## src/rtl/fpx_pkg.sv

```systemverilog
package fpx_pkg;
  localparam int FLAG_W   = 5;
  localparam int TEM_LSB  = 23;
  localparam int AEXC_LSB = 5;
  localparam int CEXC_LSB = 0;
  localparam int TT_LSB   = 14;
  localparam int TT_W     = 3;
  localparam int TT_IEEE  = 1;
endpackage

```

## src/rtl/fpx_trap_dec.sv

```systemverilog
module fpx_trap_dec #(
  parameter int FLAG_W = fpx_pkg::FLAG_W
) (
  input  logic [FLAG_W-1:0] flags_i,
  input  logic [FLAG_W-1:0] tem_i,
  output logic [FLAG_W-1:0] hit_o,
  output logic              trap_o
);
  assign hit_o  = flags_i & tem_i;
  assign trap_o = |hit_o;
endmodule

```

## src/rtl/fpx_prio_sel.sv

```systemverilog
module fpx_prio_sel #(
  parameter int W = fpx_pkg::FLAG_W
) (
  input  logic [W-1:0] req_i,
  output logic [W-1:0] gnt_o
);
  // highest index wins
  for (genvar i = 0; i < W; i++) begin : g_bit
    if (i == W - 1) begin : g_top
      assign gnt_o[i] = req_i[i];
    end else begin : g_low
      assign gnt_o[i] = req_i[i] & ~(|req_i[W-1:i+1]);
    end
  end
endmodule

```

## src/rtl/fpx_field_merge.sv

```systemverilog
module fpx_field_merge #(
  parameter int STAT_W   = 32,
  parameter int FLAG_W   = fpx_pkg::FLAG_W,
  parameter int AEXC_LSB = fpx_pkg::AEXC_LSB,
  parameter int CEXC_LSB = fpx_pkg::CEXC_LSB,
  parameter int TT_LSB   = fpx_pkg::TT_LSB,
  parameter int TT_W     = fpx_pkg::TT_W,
  parameter int TT_IEEE  = fpx_pkg::TT_IEEE
) (
  input  logic [STAT_W-1:0] stat_i,
  input  logic [FLAG_W-1:0] flags_i,
  input  logic [FLAG_W-1:0] one_i,
  input  logic              trap_i,
  output logic [STAT_W-1:0] stat_o
);
  localparam logic [TT_W-1:0] TT_VAL = TT_W'(TT_IEEE);

  always_comb begin
    stat_o = stat_i;
    if (trap_i) begin
      stat_o[CEXC_LSB +: FLAG_W] = one_i;
      stat_o[TT_LSB +: TT_W]     = TT_VAL;
    end else begin
      stat_o[CEXC_LSB +: FLAG_W] = flags_i;
      stat_o[AEXC_LSB +: FLAG_W] = stat_i[AEXC_LSB +: FLAG_W] | flags_i;
    end
  end
endmodule

```

## src/rtl/fpx_status_rec.sv

```systemverilog
module fpx_status_rec #(
  parameter int STAT_W  = 32,
  parameter int FLAG_W  = fpx_pkg::FLAG_W,
  parameter int TEM_LSB = fpx_pkg::TEM_LSB
) (
  input  logic              clk_i,
  input  logic              rst_ni,
  input  logic              valid_i,
  input  logic [FLAG_W-1:0] flags_i,
  input  logic [STAT_W-1:0] stat_i,
  output logic [STAT_W-1:0] stat_o,
  output logic              trap_o,
  output logic              pc_adv_o
);
  logic [FLAG_W-1:0] hit, one;
  logic              trap;
  logic [STAT_W-1:0] stat_nxt, stat_q;
  logic              trap_q, adv_q;

  fpx_trap_dec #(.FLAG_W(FLAG_W)) i_dec (
    .flags_i(flags_i),
    .tem_i  (stat_i[TEM_LSB +: FLAG_W]),
    .hit_o  (hit),
    .trap_o (trap)
  );

  fpx_prio_sel #(.W(FLAG_W)) i_sel (
    .req_i(hit),
    .gnt_o(one)
  );

  fpx_field_merge #(.STAT_W(STAT_W), .FLAG_W(FLAG_W)) i_merge (
    .stat_i (stat_i),
    .flags_i(flags_i),
    .one_i  (one),
    .trap_i (trap),
    .stat_o (stat_nxt)
  );

  always_ff @(posedge clk_i or negedge rst_ni) begin
    if (!rst_ni) begin
      stat_q <= '0;
      trap_q <= 1'b0;
      adv_q  <= 1'b0;
    end else begin
      trap_q <= valid_i & trap;
      adv_q  <= valid_i & ~trap;
      if (valid_i) stat_q <= stat_nxt;
    end
  end

  assign stat_o   = stat_q;
  assign trap_o   = trap_q;
  assign pc_adv_o = adv_q;
endmodule

```

## config.mk

```make
export PLATFORM = sky130hd
export DESIGN_NAME = fpx_status_rec
export DESIGN_NICKNAME = d
export VERILOG_FILES = /design/src/rtl/fpx_pkg.sv /design/src/rtl/fpx_trap_dec.sv /design/src/rtl/fpx_prio_sel.sv /design/src/rtl/fpx_field_merge.sv /design/src/rtl/fpx_status_rec.sv
export SDC_FILE = /design/constraint.sdc
export NUM_CORES = 1
export LEC_CHECK = 0
export BUFFER_PORTS_ARGS = -buffer_cell sky130_fd_sc_hd__buf_4
export CAP_MARGIN = 30
export CORE_ASPECT_RATIO = 0.75
export CORE_MARGIN = 2
export CORE_UTILIZATION = 45
export CTS_BUF_LIST = sky130_fd_sc_hd__clkbuf_8
export DETAILED_ROUTE_END_ITERATION = 10
export PLACE_DENSITY = 0.81
export SKIP_CTS_REPAIR_TIMING = 1
export SLEW_MARGIN = 5
export SYNTH_ARGS = -nofsm -noshare
export SYNTH_HDL_FRONTEND = slang
export SYNTH_SLANG_ARGS = --single-unit
```

## constraint.sdc

```tcl
create_clock -name clk_i -period 2.1 [get_ports clk_i]
set_clock_uncertainty 0.2 [all_clocks]
set_input_delay 0.105 -clock clk_i [delete_from_list [all_inputs] [get_ports clk_i]]
set_output_delay 0.105 -clock clk_i [all_outputs]
set_load 0.03 [all_outputs]
```

==> results_dict.tcl, run 1 <==
set metrics [dict create \
    cp.arrival_ps 1630 \
    setup_viol 0 \
    clk_pin_slew_ps 60 \
    core_region_area_um2 2910 \
    area_growth_pct 69.5 \
    ys_ff_latch 34 \
    h-tree-depth 2 \
    yosysWarnings 0 \
    final_nets 250 \
    hold-path-cell-count 2 \
    yosys-top-cells-count "dfrtp_1 (34), mux2_2 (19), a31oi_1 (7), nor2_1 (7), inv_1 (6)" \
    routed_wl_um 3700 \
    cts-buffers-inserted 5 \
    antenna_cells 0 \
    slew_violations 0 \
    place.gp.congestion 0.729 \
    io_pins 74 \
    synth-edff-count 0 \
    synth_cell_types 22 \
    startpoint_type "primary input" \
    timing.setup.critical_path_class "in2reg" \
    p_int_uw 1180 \
    finalCritPeriodShare_pct 80.2 \
    powerDensity_nw_per_um2 722 \
    start_util_pct 46.8 \
    critPathCaptureType "flop" \
    synth_mux_area_share_pct 15.7 \
    std_cell_rows 17 \
    dp_cells 208 \
    syn_avg_cell_area_um2 12.7 \
    numPortBuffers 68 \
    grt_pass1_vias 1055 \
    drt_iter0_drc 84 \
    use_met1_pct 23.4 \
    ys_top_cells_by_area "dfrtp_1 (62%), mux2_2 (16%), a31oi_1 (3.2%)" \
    drt-wirelength-per-cell_um 15.0 \
    yosys.area.top_type "dfrtp_1" \
    status "complete, no violations" \
    grt_busiest_layer "met2" \
    tns_ps 0 \
    synth_top_family_by_area "multiplexers" \
    syn_nets 147 \
    reg2reg_depth 2 \
    min_path_type "in2reg" \
    net-switching-power_uw 487 \
    antenna_found_initial 0 \
    synth_cells 107 \
    clockBufferDepth 2 \
    synth_compound_area_share_pct 11.4 \
    fmax_ghz 0.593 \
    cts.sinks 34 \
    hold_ws_ps 113 \
    via_count 1233 \
    drc 0 \
    ant_nets 0 \
    cts_tree "built" \
    cts_root_buf "clkbuf_8" \
    utilization_pct 79.3 \
    gr-usage-met3_pct 4.55 \
    yosys.area_share.simple_pct 6.70 \
    synth_top_area_share_pct 62.4 \
    synthArstFlopShare_pct 100 \
    relSlewSlack_pct 67.9 \
    die_h_um 51.7 \
    grt_pass1_wl_um 4870 \
    worstSkewPairLatency_ps 280 \
    peakVddDrop_uv 584 \
    drt_first_pass_iters 4 \
    track_usage_pct 19.1 \
    fin_crit_ps 1690 \
    p_seq_share_pct 44.9 \
    dp.final_hpwl_um 2240 \
    dieWidth_um 67.6 \
    synth.most_common_cell "dfrtp_1" \
    comb_power_share_pct 27.5 \
    hold_viol 0 \
    rsz0062_at_grt "false" \
    drv_cap 0 \
    dieArea_um2 3490 \
    instances_no_fill 247 \
    worst_slew_pin_slew_ps 482 \
    gr-total-overflow 0 \
    grt_use_met2_pct 32.5 \
    ys.flop_type "dfrtp_1" \
    p_sw_share_pct 29.1 \
    drive_gt1_share_pct 45.9 \
    grt_max_degree 48 \
    clock_power_share_pct 27.6 \
    synth_xor_area_share_pct 0 \
    synthesis.area_um2 1360 \
    viasPerCell 4.99 \
    cp_max_fo 10 \
    required_ps 2040 \
    power_leakage_uw 0.00109 \
    ys_seq_area_share_pct 62.4 \
    synth-adder-area-share_pct 0 \
]
[state kept, by name, indices dropped and copies added, names as in the netlist]
name / cells
pc_adv_o: 1
stat_o: 32
trap_o: 1
[cell families after synthesis]
kind of cell	count (synthesis)
and+or+nand+nor	19
AOI/OAI and AO/OA	23
buffers and inverters	12
DFF	34
muxes	19
[metal layers]
metal	vias up	wire length [um]
li1	587	-
met1	602	1480
met2	36	2020
met3	8	144
met4	0	56
met5	-	0
[through the flow]
step / power, uW / instance area (um2) / setup WS, ps
6_report: 1670 / 2310 / 415
5_1_grt: 1740 / 2310 / 385
4_1_cts: 1630 / 1980 / 947
3_5_place_dp: 1170 / 1900 / 714
3_3_place_gp: 1160 / 1900 / 733
2_1_floorplan: 977 / 1360 / 940
[placed cells by master (no fill, tap or decap), drive strengths merged, types with 3 or more instances in the layout]
cell	count
a21oi	5
a31oi	7
buf	69
clkbuf	6
dfrtp	34
dlygate4sd3	33
inv	6
mux2	19
nand2	4
nor2	7
nor2b	3
o21ai	3
[power groups by stage]
stage | sequential [uW] | clock, uW | combinational (uW)
after floorplan | 884 | 0 | 93.4
after global placement | 757 | 0 | 399
after detailed placement | 760 | 0 | 407
after CTS | 749 | 476 | 407
after global routing | 758 | 500 | 485
final | 750 | 461 | 459
[worst max-delay path: stages]
cell and delay (ps):
dlygate4sd3_1 540, buf_4 150, a222oi_1 340, buf_4 240, and2_4 180, a31oi_1 80
[final cells by class]
class                      count  area (um2)
sequential                    34         851
inverter                       6        22.5
multi-input combinational     61         460
tap                           38        47.5
timing repair buffer         102         848
fill                         168         602
clock buffer                   6        82.6
[final timing paths]
check                                         endpoint              startpoint  slack, ps
worst max-delay path            stat_o[14]$_DFFE_PN0P_              flags_i[2]        410
worst min register to register  stat_o[21]$_DFFE_PN0P_  stat_o[21]$_DFFE_PN0P_        310
worst max register to register  stat_o[16]$_DFFE_PN0P_  stat_o[16]$_DFFE_PN0P_       1090
worst min-delay path             stat_o[6]$_DFFE_PN0P_                 valid_i        110
max in group asynchronous       stat_o[22]$_DFFE_PN0P_                  rst_ni       1270
min in group asynchronous       stat_o[30]$_DFFE_PN0P_                  rst_ni        130
Power figures use the tool's default switching activity.
==> inputs of run 2 (changes only) <==
==> constraint.sdc (replaced) <==
create_clock -name clk_i -period 1.65 [get_ports clk_i]
set_clock_uncertainty 0.2 [all_clocks]
set_input_delay 0.0825 -clock clk_i [delete_from_list [all_inputs] [get_ports clk_i]]
set_output_delay 0.0825 -clock clk_i [all_outputs]
set_load 0.03 [all_outputs]
==> run 2 against run 1 <==
Net effect:
- critical path type unchanged
- the run now ends with setup timing left
- critical endpoint is now stat_o[8]$_DFFE_PN0P_
- die area did not move
- largest cell class unchanged
- via count fell by 0.81%
- non-clock buffer count did not move
- count of clock-buffer cells in the layout fell by 1
- worst hold slack got worse by 88 ps
==> results_dict.tcl, run 2 (same netlist as run 1, synthesis figures left out) <==
set metrics [dict create \
    p_total_uw 2080 \
    grt_max_degree 48 \
    slew_violations 0 \
    gr-total-overflow 0 \
    drt-wirelength-per-cell_um 14.7 \
    peakVddDrop_uv 710 \
    power_leakage_uw 0.00110 \
    finalCritPeriodShare_pct 101 \
    final_nets 250 \
    placed_area_um2 1900 \
    dieWidth_um 67.6 \
    fmax_ghz 0.600 \
    die_h_um 51.7 \
    critPathCaptureType "flop" \
    worst_slew_pin_slew_ps 478 \
    fin_crit_ps 1670 \
    routed_wl_um 3660 \
    drv_cap 0 \
    relSlewSlack_pct 68.1 \
    cp.arrival_ps 1660 \
    drt_first_pass_iters 4 \
    place.gp.congestion 0.742 \
    required_ps 1640 \
    start_util_pct 46.8 \
    numPortBuffers 68 \
    fill_cells 169 \
    timing.setup.critical_path_class "in2reg" \
    antenna_found_initial 0 \
    grt_pass1_wl_um 5010 \
    area_growth_pct 69.1 \
    cp_max_fo 10 \
    cts.sinks 34 \
    dieArea_um2 3490 \
    drive_gt1_share_pct 45.2 \
    h-tree-depth 2 \
    startpoint_type "primary input" \
    layout_common_cells "buf_4 (69), dfrtp_1 (34), dlygate4sd3_1 (33)" \
    drt_iter0_drc 62 \
    status "finished, violations left" \
    io_pins 74 \
    antenna_cells 0 \
    cts-buffers-inserted 5 \
    ant_nets 0 \
    drc 0 \
    cts_tree "built" \
    dp.final_hpwl_um 2280 \
    track_usage_pct 19.8 \
    post-place-ws_ps 290 \
    worstSkewPairLatency_ps 280 \
    viasPerCell 4.93 \
    final.setup.worst_slack_ps -16.0 \
    via_count 1223 \
    min_path_type "in2reg" \
    cts_root_buf "clkbuf_8" \
    design_area_um2 2310 \
    clk_pin_slew_ps 60 \
    multi_input_area_um2 460 \
    setup_viol 1 \
    powerDensity_nw_per_um2 904 \
    largest_reg_flops 32 \
    std_cell_rows 17 \
    core_region_area_um2 2910 \
    hold_viol 0 \
    grt_pass1_vias 1082 \
    clockBufferDepth 2 \
    ff_latch_area_um2 851 \
    violations "setup timing" \
    final_common_cell "buf_4" \
]
run 2: critical path, cell delays in order:
cell and delay, ps:
dlygate4sd3_1 530, buf_4 150, a222oi_1 290, buf_4 240
nand3_1 130, a31oi_1 230
run 2: per-layer routing:
| layer | part of all wire [%] | GRT usage [%] |
|---|---|---|
| met4 | 1.7 | 6.12 |
| met3 | 3.7 | 6.49 |
| met2 | 54 | 33.7 |
| met1 | 40 | 23.7 |
| met5 | 0 | 0 |
run 2: report_power, final:
part / switching, uW / internal [uW]
Clock: 266 / 277
Combinational: 311 / 272
Sequential: 43.8 / 913
Total: 622 / 1460
run 2: final timing paths:
kind                       depth (start not counted)  slack [ps]                    from                endpoint
min in group asynchronous                          2          80                  rst_ni  stat_o[10]$_DFFE_PN0P_
max in group asynchronous                          2         870                  rst_ni  stat_o[13]$_DFFE_PN0P_
min reg2reg                                        1         320  stat_o[31]$_DFFE_PN0P_  stat_o[31]$_DFFE_PN0P_
min                                                4          20              flags_i[3]   stat_o[2]$_DFFE_PN0P_
max                                                6         -20              stat_i[26]   stat_o[8]$_DFFE_PN0P_
max reg2reg                                        2         640  stat_o[15]$_DFFE_PN0P_  stat_o[15]$_DFFE_PN0P_
run 2: per-stage QoR:
| step | setup TNS, ps | hold slack [ps] | utilization [%] | cells |
|---|---|---|---|---|
| global placement | 0 | -157 | 65.2 | 208 |
| CTS | 0 | -452 | 67.8 | 215 |
| detailed placement | 0 | -150 | 65.2 | 208 |
| global route | -111 | 58.0 | 79.1 | 248 |
| floorplan | 0 | -413 | - | 107 |
| finish | -16.0 | 24.7 | 79.1 | 248 |
run 2: final cells by class:
cell class              instances  share of cell area [%]
clock buffers                   5                    2.98
inverters                       6                   0.977
repair buffers                102                    36.8
well taps                      38                    2.06
multi-input cells              61                    20.0
clock inverters                 2                   0.326
flip-flops and latches         34                    36.9
